## config.mk

```make
export PLATFORM = sky130hd
export DESIGN_NAME = bytealign_shifter
export DESIGN_NICKNAME = d
export VERILOG_FILES = /design/src/rtl/sft_pkg.sv /design/src/rtl/sft_fifo.sv /design/src/rtl/sft_tap.sv /design/src/rtl/bytealign_shifter.sv
export SDC_FILE = /design/constraint.sdc
export NUM_CORES = 1
export LEC_CHECK = 0
export BUFFER_PORTS_ARGS = -buffer_cell sky130_fd_sc_hd__buf_2
export CAP_MARGIN = 20
export CORE_MARGIN = 2
export CORE_UTILIZATION = 40
export DETAILED_ROUTE_END_ITERATION = 8
export PLACE_DENSITY = 0.7
export SLEW_MARGIN = 5
export SYNTH_ARGS = -nofsm -noshare
export SYNTH_HDL_FRONTEND = slang
export SYNTH_HIERARCHICAL = 1
export SYNTH_SLANG_ARGS = --single-unit
```

## constraint.sdc

```tcl
create_clock -name clk -period 2.2 [get_ports clk]
set_input_delay 0.22 -clock clk [delete_from_list [all_inputs] [get_ports clk]]
set_output_delay 0.22 -clock clk [all_outputs]
set_load 0.02 [all_outputs]
```

## src/rtl/sft_pkg.sv

```systemverilog
package sft_pkg;
  // One request to the byte queue per cycle; clear beats push and pop.
  typedef struct packed {
    logic clear;
    logic push;
    logic pop;
  } fifo_op_t;
endpackage

```

## src/rtl/sft_fifo.sv

```systemverilog
module sft_fifo
  import sft_pkg::*;
#(
  parameter int W     = 8,
  parameter int DEPTH = 2,
  localparam int AW   = (DEPTH > 1) ? $clog2(DEPTH) : 1,
  localparam int CW   = $clog2(DEPTH + 1)
) (
  input  logic          clk,
  input  logic          rst,
  input  fifo_op_t      op,
  input  logic [W-1:0]  wdata,
  output logic [W-1:0]  head,
  output logic [CW-1:0] fill,
  output logic          has_room
);
  logic [W-1:0]  mem [DEPTH];
  logic [AW-1:0] wptr, rptr;
  logic          do_push, do_pop;
  logic [CW-1:0] fill_n;

  assign do_push = op.push && has_room;
  assign do_pop  = op.pop && (fill != '0);

  function automatic logic [AW-1:0] bump(input logic [AW-1:0] p);
    return (p == AW'(DEPTH - 1)) ? '0 : p + 1'b1;
  endfunction

  always_comb begin
    fill_n = fill;
    if (do_push && !do_pop) fill_n = fill + 1'b1;
    else if (do_pop && !do_push) fill_n = fill - 1'b1;
  end

  // storage without reset so it may map to RAM
  always_ff @(posedge clk) begin
    if (do_push && !op.clear) mem[wptr] <= wdata;
  end

  always_ff @(posedge clk) begin
    if (rst || op.clear) begin
      wptr     <= '0;
      rptr     <= '0;
      fill     <= '0;
      has_room <= 1'b1;
    end else begin
      if (do_push) wptr <= bump(wptr);
      if (do_pop)  rptr <= bump(rptr);
      fill     <= fill_n;
      has_room <= (fill_n < CW'(DEPTH));
    end
  end

  assign head = mem[rptr];
endmodule

```

## src/rtl/sft_tap.sv

```systemverilog
module sft_tap #(
  parameter int W   = 8,
  localparam int PW = $clog2(W)
) (
  input  logic          clk,
  input  logic          rst,
  input  logic          clear,
  input  logic          fire,
  input  logic [W-1:0]  byte_in,
  input  logic [PW-1:0] pos,
  output logic          ser
);
  always_ff @(posedge clk) begin
    if (rst || clear) ser <= 1'b0;
    else if (fire)    ser <= byte_in[pos];
  end
endmodule

```

## src/rtl/bytealign_shifter.sv

```systemverilog
module bytealign_shifter
  import sft_pkg::*;
#(
  parameter int BYTE_W = 8,
  parameter int DEPTH  = 2,
  localparam int PW    = $clog2(BYTE_W),
  localparam int CW    = $clog2(DEPTH + 1)
) (
  input  logic              clk,
  input  logic              rst,
  input  logic              soft_rst,
  input  logic              wr_en,
  input  logic [BYTE_W-1:0] wr_data,
  input  logic              tck_en,
  input  logic              shift_en,
  input  logic [PW-1:0]     bit_pos,
  output logic              ser_out,
  output logic              not_full
);
  fifo_op_t          op;
  logic [BYTE_W-1:0] head;
  logic [CW-1:0]     fill_cnt;
  logic              step, last_pos;

  assign step     = tck_en && shift_en;
  assign last_pos = (bit_pos == PW'(BYTE_W - 1));

  always_comb begin
    op.clear = soft_rst;
    op.push  = wr_en && !soft_rst;
    op.pop   = step && last_pos && !soft_rst;
  end

  sft_fifo #(.W(BYTE_W), .DEPTH(DEPTH)) u_fifo (
    .clk(clk), .rst(rst), .op(op), .wdata(wr_data),
    .head(head), .fill(fill_cnt), .has_room(not_full)
  );

  sft_tap #(.W(BYTE_W)) u_tap (
    .clk(clk), .rst(rst), .clear(soft_rst),
    .fire(step && (fill_cnt != '0)),
    .byte_in(head), .pos(bit_pos), .ser(ser_out)
  );
endmodule

```

Word level (Yosys, flattened, before mapping)
Memories as Yosys holds them, arrays and structs flattened. A register that Yosys moved wholly into a read port is not among the register bits. Index checks and enable logic that the tools add are counted.

RAM bits: 16. Output and inout bits: 2. Word-level logic and storage cells: 38. Memories kept: 1. Register bits: 6. Bits of input ports: 17.

Memory list: u_fifo.mem (depth 2, width 8, rd ports 1, clocked after Yosys merged registers in 1, wr ports 1, line sft_fifo.sv:17) `logic [W-1:0] mem [DEPTH];`.

Add/subtract/negate cells: 4. Reductions and logical operators: 15. Mux-type cells: 10. Magnitude comparators: 2. Equality and inequality tests: 1.

Operators with widths (count): 1-bit logical AND (10); 1-bit two-way mux (7); 3-bit by 4-bit less-than comparator with 1-bit output, second input constant (1); 2-bit two-way mux (2); 1-bit binary-select mux with 3-bit select (1); 3-bit == test, second input constant (1); 1-bit zero test (3); 1-bit adder, second input constant (2); 2-bit by 1-bit adder with 2-bit output, second input constant (1); 2-bit less-than comparator, second input constant (1); 2-bit nonzero test (1); 2-bit by 1-bit subtractor with 2-bit output, second input constant (1); 1-bit logical OR (1).

Logic depth before layout (Yosys ltp)
Depth in word-level cells: 8. Mapped depth: 8. Mapped depth without buffers: 8.

Modules after synthesis
Netlist, hierarchy kept.

By module, submodules not included: sft_fifo (area an instance 890.9 um^2, seq. area each 600.6 um^2, cells each 59, times used 1); sft_tap (area an instance 106.4 um^2, seq. area each 20.0 um^2, cells each 9, times used 1); bytealign_shifter (area an instance 35.0 um^2, seq. area each 0.0 um^2, cells each 4, times used 1).

Worst setup path after synthesis
Ideal clock, no wire load.

Kind: reg2reg. Start: register u_fifo.has_room. End: memory u_fifo.mem[1][0] (enable). Library setup time: 385 ps. Clock period less this slack: 1668 ps. Cell stages (with the launch flop): 3. Buffers on the path: 0. Required time: 1815 ps. Path slack: 532 ps. Arrival time: 1283 ps. Cell sequence: dfxtp_1 nand2_1 nor3b_1.

Longest elaborated chain between the ends: 4.

Ends and longest elaborated chain: start, declared (line sft_fifo.sv:15) `output logic has_room`; start signal, assigned (line sft_fifo.sv:50) `has_room <= (fill_n < CW'(DEPTH));`; 1-bit logical AND (line sft_fifo.sv:22) `assign do_push = op.push && has_room;`; 1-bit logical AND (line sft_fifo.sv:37) `if (do_push && !op.clear) mem[wptr] <= wdata;`; 1-bit two-way mux (line sft_fifo.sv:37); 1-bit two-way mux (not written as such) (line sft_fifo.sv:37); end, declared (line sft_fifo.sv:17).

Every way passes these cells.

==> impl_metrics.ini <==
[floorplan]
rows = 18
ios = 19
core_area_sq_mm = 0.00245
die_x_um = 54.8
die-area_sq_mm = 0.00300
dieHeight_um = 54.8
start_util_pct = 42.0

[drt]
wirelength_mm = 1.65
dr.pass1.iters = 4
viasPerCell = 5.10
ant_nets = 0
drtIter0Drc = 2
wire_per_inst_um = 13.3
vias = 633
drc = 0

[pwr]
p_leak_nw = 0.456
ir_worst_vdd_uv = 313
powerDensity_mw_per_mm2 = 609
p_total_w = 0.000728

[worst_setup_path]
crit_required_ns = 2.42
critPathKind = reg2reg
worstPathArrival_ns = 1.95
worstPathMaxFanout = 8
ff2ff_path_depth = 4
end_kind = flop
cp-start-kind = flop

[placement]
dpl.hpwl_mm = 1.29
portBuffers = 18
placed_cell_area_sq_mm = 0.00116
gp_congestion = 0.629

[sta]
finalHoldViolCount = 0
fmax_mhz = 578
rsz0062_at_grt = false
setup_viol = 0
tightest_slew_ns = 0.335
min_period_over_period_pct = 78.6
whs_ns = 0.0892
skew_ns = 0.00214
fin_crit_ns = 1.73
relSlewSlack_pct = 77.7
finalSetupTns_ns = 0
drv_slew = 0

[synth]
ys_seq_elements = 23
synthCells = 72
syn_nets = 92
yosysTopAreaCell = edfxtp_1
synth_top_cell_area_share_pct = 46.5
yosysSeqAreaShare_pct = 60.1
synthDistinctLibCells = 27
yosys_warnings = 6
yosys-top-cells-area = edfxtp_1, dfxtp_1, mux2_2, mux2i_1, ha_1
synth_area_sq_mm = 0.00103
avgSynthCellArea_sq_um = 14.3

[final_layout]
multi_input_area_sq_um = 387
drive_gt1_share_pct = 42.6
syn2layout_area_growth_pct = 15.8
n_fill_cell = 222
finalInstanceArea_sq_mm = 0.00119
final_util_pct = 48.7
mostFrequentLayoutCell = buf_2
layout.nets = 115
register_area_sq_um = 621
layout_common_cells = buf_2, edfxtp_1, mux2_2, dfxtp_1, nor2_1
antenna_cells = 0

[clock_tree]
clk_path_buf_depth = 2
clock_sinks = 23
htreeDepth = 1
cts.clk_slew.worst_paths_ns = 0.13
cts-root-buf = clkbuf_4
clkLatencyLatePin_ns = 0.31
cts_made_buffers = 3
cts_resized = 0
hold_buffers = 0
cts_setup_buffers = 0
cts_tree = built

[global_routing]
grt_use_total_pct = 13.5
grt_pass1_wl_mm = 2.79
antenna_found_initial = 0
grt_pass1_vias = 686
grt_max_degree = 15
grt-ovfl-total = 0

[status]
status = finished, final reports clean

[hold_path]
worstHoldPathCells = 1
hold_path.class = in2reg

[flow_run]
cap_viol_max_count = 0
## metal layers
layer / global-route usage, % / vias to the layer above / wire length, um
li1: - / 315 / -
met3: 3.83 / 4 / 81
met5: 0 / - / 0
met1: 16.3 / 300 / 731
met4: 7.50 / 0 / 29
met2: 21.4 / 14 / 809
## synth_stat cells
cell type  instances
nor3_1             4
o211a_1            1
a2111oi_2          2
a211oi_2           1
xnor2_1            1
clkbuf_2           1
and2_4             1
mux4_2             1
inv_1              3
nor3b_2            1
a21boi_0           1
a211oi_1           1
inv_2              1
nor2b_1            1
mux2_2             8
nand2b_4           1
edfxtp_1          16
nor3b_1            1
o21ai_0            2
buf_2              1
nand2_1            2
mux2i_1            4
xor2_1             1
nor2_1             5
nand4_1            1
ha_1               3
dfxtp_1            7
## sequential cells by signal, summed over array words and instances (netlist names), named ones only
name and cells:
u_fifo/rptr 1, u_fifo/fill 1, u_tap/ser 1, u_fifo/has_room 1, u_fifo/wptr 1, u_fifo/mem 16
## report_power, final
| group | internal [W] | total [W] | switching (W) |
|---|---|---|---|
| registers | 0.000470 | 0.000472 | 0.00000263 |
| logic | 0.0000288 | 0.0000580 | 0.0000292 |
| clock network | 0.0000693 | 0.000198 | 0.000129 |
## final cells by class
cell class	instances	area share [%]
timing repair buffer	20	8.80
clock inverter	1	0.628
sequential	23	51.9
clock buffer	3	1.88
multi-input combinational	43	32.4
inverter	4	1.26
tap	30	3.14
## cell families (layout without fill, tap and decap cells)
family | after synthesis | after routing | share of synthesized area, %
multiplexers | 13 | 13 | 14.8
XOR/XNOR | 2 | 2 | 1.70
buffers and inverters | 6 | 28 | 2.42
AND/OR/NAND/NOR | 17 | 17 | 9.82
flip-flops | 23 | 23 | 60.1
AO/OA/AOI/OAI | 8 | 8 | 7.52
adder cells (fa/ha/maj) | 3 | 3 | 3.64
## path summary, 6_finish.rpt
path | to | slack [ns] | startpoint
worst max register to register | u_tap/ser | 0.47 | flop
worst max-delay path | u_tap/ser | 0.47 | flop
worst min-delay path | u_fifo/mem[1][1] | 0.09 | wr_data[1]
worst min register to register | u_fifo/fill[0] | 0.54 | u_fifo/fill[0]
## critical path: stages, from the launching register on
cell and delay, ns:
dfxtp_1 0.54, mux2_2 0.22, mux2i_1 0.06, mux4_2 0.47, a2111oi_2 0.34
## stage by stage
step	cells	setup slack (ns)
after floorplan	72	0.532
after detailed placement	120	0.458
after global placement	120	0.540
after CTS	124	0.427
after global routing	124	0.321
final	124	0.471
Note: power is estimated with default switching activity, not from simulation.
